File: config.mk
export PLATFORM = sky130hd
export DESIGN_NAME = flash_lock_gate
export DESIGN_NICKNAME = d
export VERILOG_FILES = /design/src/rtl/flk_pkg.sv /design/src/rtl/flk_shadow.sv /design/src/rtl/flk_decide.sv /design/src/rtl/flk_resp.sv /design/src/rtl/flash_lock_gate.sv
export SDC_FILE = /design/constraint.sdc
export NUM_CORES = 1
export LEC_CHECK = 0
export BUFFER_PORTS_ARGS = -buffer_cell sky130_fd_sc_hd__buf_2
export CAP_MARGIN = 0
export CELL_PAD_IN_SITES_DETAIL_PLACEMENT = 2
export CELL_PAD_IN_SITES_GLOBAL_PLACEMENT = 2
export CORE_UTILIZATION = 31
export CTS_CLUSTER_SIZE = 8
export DETAILED_ROUTE_END_ITERATION = 8
export GPL_TIMING_DRIVEN = 1
export PLACE_DENSITY = 0.75
export REMOVE_ABC_BUFFERS = 1
export SLEW_MARGIN = 20
export SYNTH_ARGS = -nofsm -noshare
export SYNTH_HDL_FRONTEND = slang
export SYNTH_SLANG_ARGS = --single-unit
File: constraint.sdc
create_clock -name clk -period 2.9 [get_ports clk]
set_input_delay 0.29 -clock clk [delete_from_list [all_inputs] [get_ports clk]]
set_output_delay 0.29 -clock clk [all_outputs]
set_load 0.03 [all_outputs]
File: src/rtl/flk_pkg.sv
package flk_pkg;

    typedef enum logic [1:0] {
        OP_NONE   = 2'd0,
        OP_WRITE  = 2'd1,
        OP_PERASE = 2'd2,
        OP_MERASE = 2'd3
    } flk_op_e;

    localparam int IMG_WORD_W = 32;
    localparam int IMG_WORDS  = 4;
    localparam int IMG_BITS   = IMG_WORD_W * IMG_WORDS;
    localparam int DBG_BIT    = IMG_BITS - 1;
    localparam int SHIFT_1K   = 10;
    localparam int SHIFT_2K   = 11;

    typedef struct packed {
        logic grant;
        logic reject;
    } flk_verdict_t;

    function automatic flk_verdict_t make_verdict(logic present, flk_op_e op, logic locked);
        flk_verdict_t v;
        v.grant  = present && (op != OP_NONE) && !locked;
        v.reject = present && (op != OP_NONE) && locked;
        return v;
    endfunction

endpackage

File: src/rtl/flk_shadow.sv
module flk_shadow
    import flk_pkg::*;
(
    input  logic                  clk,
    input  logic                  rst,
    input  logic                  wr_en,
    input  logic [1:0]            wr_idx,
    input  logic [IMG_WORD_W-1:0] wr_data,
    output logic [IMG_BITS-1:0]   image
);
    for (genvar w = 0; w < IMG_WORDS; w++) begin : g_word
        always_ff @(posedge clk) begin
            if (rst)
                image[w*IMG_WORD_W +: IMG_WORD_W] <= '1;
            else if (wr_en && (wr_idx == 2'(w)))
                image[w*IMG_WORD_W +: IMG_WORD_W] <= wr_data;
        end
    end
endmodule

File: src/rtl/flk_decide.sv
module flk_decide
    import flk_pkg::*;
#(
    parameter int ADDR_W = 15
) (
    input  logic                cmd_valid,
    input  flk_op_e             op,
    input  logic [ADDR_W-1:0]   addr,
    input  logic                cfg_page_2k,
    input  logic                debug_mode,
    input  logic [IMG_BITS-1:0] image,
    output flk_verdict_t        verdict
);
    localparam int PG_W = ADDR_W - SHIFT_1K;
    localparam int MAXP = 1 << PG_W;

    logic [PG_W-1:0] page;
    logic [PG_W-1:0] top;
    logic [MAXP-1:0] below;
    logic [MAXP-1:0] lock_lo;
    logic            any_locked;
    logic            locked;

    assign page = cfg_page_2k ? {1'b0, addr[ADDR_W-1:SHIFT_2K]} : addr[ADDR_W-1:SHIFT_1K];
    assign top  = cfg_page_2k ? {1'b0, {(PG_W-1){1'b1}}} : {PG_W{1'b1}};
    assign lock_lo = image[MAXP-1:0];

    for (genvar i = 0; i < MAXP; i++) begin : g_below
        assign below[i] = top > PG_W'(i);
    end

    assign any_locked = |(~lock_lo & below);

    always_comb begin
        locked = 1'b0;
        unique case (op)
            OP_WRITE, OP_PERASE:
                locked = (page == top) ? !debug_mode : !lock_lo[page];
            OP_MERASE:
                locked = !debug_mode && any_locked;
            default:
                locked = 1'b0;
        endcase
    end

    assign verdict = make_verdict(cmd_valid, op, locked);
endmodule

File: src/rtl/flk_resp.sv
module flk_resp
    import flk_pkg::*;
#(
    parameter int ADDR_W = 15
) (
    input  logic              clk,
    input  logic              rst,
    input  flk_verdict_t      verdict,
    input  flk_op_e           op,
    input  logic [ADDR_W-1:0] addr,
    input  logic              abort_clr,
    output logic              arr_req,
    output flk_op_e           arr_op,
    output logic [ADDR_W-1:0] arr_addr,
    output logic              cmd_reject,
    output logic              abort_flag
);
    always_ff @(posedge clk) begin
        if (rst) begin
            arr_req    <= 1'b0;
            cmd_reject <= 1'b0;
            abort_flag <= 1'b0;
            arr_op     <= OP_NONE;
            arr_addr   <= '0;
        end else begin
            arr_req    <= verdict.grant;
            cmd_reject <= verdict.reject;
            abort_flag <= verdict.reject || (abort_flag && !abort_clr);
            if (verdict.grant) begin
                arr_op   <= op;
                arr_addr <= addr;
            end
        end
    end
endmodule

File: src/rtl/flash_lock_gate.sv
module flash_lock_gate
    import flk_pkg::*;
#(
    parameter int ADDR_W = 15
) (
    input  logic              clk,
    input  logic              rst,
    input  logic              cfg_page_2k,
    input  logic              debug_mode,
    input  logic              lock_wr_en,
    input  logic [1:0]        lock_wr_idx,
    input  logic [31:0]       lock_wr_data,
    input  logic              cmd_valid,
    input  logic [1:0]        cmd_op,
    input  logic [ADDR_W-1:0] cmd_addr,
    input  logic              abort_clr,
    output logic              arr_req,
    output logic [1:0]        arr_op,
    output logic [ADDR_W-1:0] arr_addr,
    output logic              cmd_reject,
    output logic              abort_flag,
    output logic              dbg_ignore
);
    logic [IMG_BITS-1:0] image;
    flk_verdict_t        verdict;
    flk_op_e             op_in;
    flk_op_e             op_out;

    assign op_in  = flk_op_e'(cmd_op);
    assign arr_op = op_out;

    flk_shadow u_shadow (
        .clk     (clk),
        .rst     (rst),
        .wr_en   (lock_wr_en),
        .wr_idx  (lock_wr_idx),
        .wr_data (lock_wr_data),
        .image   (image)
    );

    flk_decide #(.ADDR_W(ADDR_W)) u_decide (
        .cmd_valid   (cmd_valid),
        .op          (op_in),
        .addr        (cmd_addr),
        .cfg_page_2k (cfg_page_2k),
        .debug_mode  (debug_mode),
        .image       (image),
        .verdict     (verdict)
    );

    flk_resp #(.ADDR_W(ADDR_W)) u_resp (
        .clk        (clk),
        .rst        (rst),
        .verdict    (verdict),
        .op         (op_in),
        .addr       (cmd_addr),
        .abort_clr  (abort_clr),
        .arr_req    (arr_req),
        .arr_op     (op_out),
        .arr_addr   (arr_addr),
        .cmd_reject (cmd_reject),
        .abort_flag (abort_flag)
    );

    assign dbg_ignore = !image[DBG_BIT];
endmodule

==> impl_metrics.json <==
{
  "via_per_inst": 5.33,
  "final.min_clock_period_ns": 2.63,
  "ys_types": 48,
  "cp.required_ns": 3.16,
  "wire_per_inst_um": 17.6,
  "die_area_sq_um": 9100,
  "dp_hpwl_mm": 5.96,
  "syn_inst": 278,
  "fin_skew_ns": 0.00710,
  "cpLargestDelayFamily": "compound AO/OA/AOI/OAI gates",
  "finalSetupViolations": 0,
  "cts_tree": "built",
  "critPathArrivalTime_ns": 2.89,
  "post_cts_buffers": 0,
  "hold_ws_ns": 0.171,
  "synth_area_per_cell_sq_um": 9.73,
  "synth_edf_count": 0,
  "cts_buffers": 5,
  "power.leakage_nw": 1.41,
  "hold_viol": 0,
  "rsz0062_at_grt": "false",
  "critPathMaxStageDelay_ns": 0.64,
  "finalWirelength_mm": 8.00,
  "initial_core_util_pct": 32.4,
  "start_kind": "register",
  "outcome": "complete, no violations",
  "fillers": 963,
  "p_int_mw": 1.11,
  "cellPowerDensity_nw_per_um2": 503,
  "io_pins": 79,
  "gr-total-overflow": 0,
  "instances_no_fill": 455,
  "layout_common_cells": "buf_2, dfxtp_1, nor2b_1, a211o_1, a22o_1",
  "grt_antenna_before_repair": 0,
  "fmax_mhz": 381,
  "crit_path_end_kind": "register",
  "maxCapViolCount": 0,
  "clkPwrFrac_pct": 27.3,
  "die_x_um": 95.4,
  "regArea_sq_um": 1060,
  "num_rows": 33,
  "grt_pass1_vias": 2577,
  "ys_ff_latch": 53,
  "syn_to_final_growth_pct": 20.3,
  "fin_crit_sh_pct": 90.5,
  "p_sw_share_pct": 31.9,
  "gp_congestion": 0.790,
  "timing_worst_setup_path_type": "reg -> reg",
  "cts.hold.buffers_added": 0,
  "grt_use_total_pct": 18.4,
  "async_flop_share_pct": 0,
  "vdd_drop_max_mv": 0.178,
  "clock_path_buffers": 2,
  "die_h_um": 95.4,
  "layout_commonest_cell": "buf_2",
  "ys_warn_count": 0,
  "combPwrFrac_pct": 22.9,
  "dp_cells": 447,
  "core_sq_um": 8340,
  "seq_power_share_pct": 49.8,
  "drtIter0Drc": 79,
  "clk_pin_slew_ns": 0.11,
  "worstMarginPinSlew_ns": 0.746,
  "cts-root-buf": "clkbuf_8",
  "synth-seq-area-share_pct": 39.2,
  "antenna_cells": 0,
  "crit_chain": "mux4_1 -> nand2b_1 -> a221oi_2 -> a311oi_2 -> a221oi_4 -> o41a_1 -> a22o_1",
  "multiInputGateArea_sq_um": 1490,
  "power_mw": 1.64,
  "htree_levels": 2,
  "ant_nets": 0,
  "p_switching_uw": 522,
  "max_slew_margin_pct": 50.3,
  "cts.sinks": 53,
  "route.detailed.drc": 0,
  "worstSkewPairLatency_ns": 0.31,
  "cp_slowest_cell": "o41a_1",
  "crit_fanout": 17,
  "fin_nets": 409,
  "grt_max_degree": 65,
  "dr.pass1.iters": 4,
  "drive_gt1_share_pct": 31.4,
  "synth_ff_type": "dfxtp_1",
  "grt_pass1_wl_mm": 13.0,
  "cts_resized": 0,
  "cp_num_buf_inv": 0,
  "finalMaxSlewViolations": 0,
  "portBuffers": 78,
  "num_vias": 2427,
  "syn_area_sq_um": 2710,
  "min_path_type": "in -> reg"
}
==> cells in the mapped netlist (5+ instances only) <==
| library cell | n | area, sq um |
|---|---|---|
| mux2_2 | 8 | 90.1 |
| a211o_1 | 33 | 289 |
| inv_1 | 8 | 30.0 |
| o21ai_0 | 7 | 35.0 |
| clkbuf_1 | 10 | 37.5 |
| nand2_1 | 11 | 41.3 |
| nor2b_1 | 34 | 213 |
| a21oi_1 | 8 | 40.0 |
| nor2_1 | 8 | 30.0 |
| nand4_1 | 8 | 50.1 |
| dfxtp_1 | 53 | 1060 |
| nand2b_1 | 6 | 37.5 |
| buf_4 | 5 | 37.5 |
| a22o_1 | 17 | 149 |
| nand3_1 | 6 | 30.0 |
| mux2i_1 | 11 | 110 |
==> area by class of cell <==
type,instances,share of cell area (%)
Inverter,8,0.923
Multi-Input combinational cell,195,45.7
Clock inverter,3,0.769
Timing Repair Buffer,86,13.8
Clock buffer,5,2.11
Sequential cell,53,32.6
Tap cell,105,4.04
==> worst paths after layout <==
| kind | to | startpoint | slack, ns | cells past startpoint |
|---|---|---|---|---|
| setup / recovery | u_resp.arr_addr[7] | u_shadow.image[4] | 0.27 | 7 |
| hold / removal | u_shadow.image[22] | lock_wr_data[22] | 0.17 | 2 |
| setup reg to reg | u_resp.arr_addr[7] | u_shadow.image[4] | 0.27 | 7 |
| hold reg to reg | u_resp.arr_addr[12] | u_resp.arr_addr[12] | 0.48 | 1 |
==> power groups by stage <==
stage / logic (mW) / registers, mW / clock network, mW
2_1_floorplan: 0.178 / 0.873 / 0
3_3_place_gp: 0.366 / 0.830 / 0
3_5_place_dp: 0.378 / 0.831 / 0
4_1_cts: 0.381 / 0.815 / 0.467
5_1_grt: 0.413 / 0.822 / 0.493
6_report: 0.375 / 0.815 / 0.446
==> kinds of logic (layout without fill, tap and decap cells) <==
group | Yosys count | count (layout) | synth area share (%)
muxes | 20 | 20 | 8.37
and+or+nand+nor | 84 | 84 | 17.5
buffers and inverters | 30 | 102 | 5.97
adders and majority gates | 2 | 2 | 0.925
DFF | 53 | 53 | 39.2
AOI/OAI and AO/OA | 89 | 89 | 28.0
==> sequential cells by signal, indices dropped and copies added (netlist names) <==
register           count
u_resp.abort_flag      1
u_resp.arr_addr       15
u_resp.arr_op          2
u_resp.arr_req         1
u_resp.cmd_reject      1
u_shadow.image        33
==> layer usage <==
| layer | vias to the layer above | GRT usage, % | part of all wire (%) | wire length, um |
|---|---|---|---|---|
| li1 | 1181 | - | - | - |
| met1 | 1185 | 23.5 | 45 | 3630 |
| met3 | 12 | 2.87 | 3.1 | 251 |
| met4 | 0 | 5.60 | 1.4 | 114 |
| met5 | - | 0 | 0 | 0 |
| met2 | 49 | 31.7 | 50 | 4000 |
==> metrics by stage <==
| stage | worst slack (ns) | setup TNS, ns | util [%] | cell area, sq um |
|---|---|---|---|---|
| floorplan | -1.48 | -47.10 | - | 2570 |
| global placement | 0.139 | 0 | 37.9 | 3160 |
| detailed placement | 0.0732 | 0 | 37.9 | 3160 |
| CTS | 0.261 | 0 | 39.0 | 3250 |
| global route | 0.0950 | 0 | 39.0 | 3250 |
| finish | 0.275 | 0 | 39.0 | 3250 |
(Power assumes the default switching activity.)
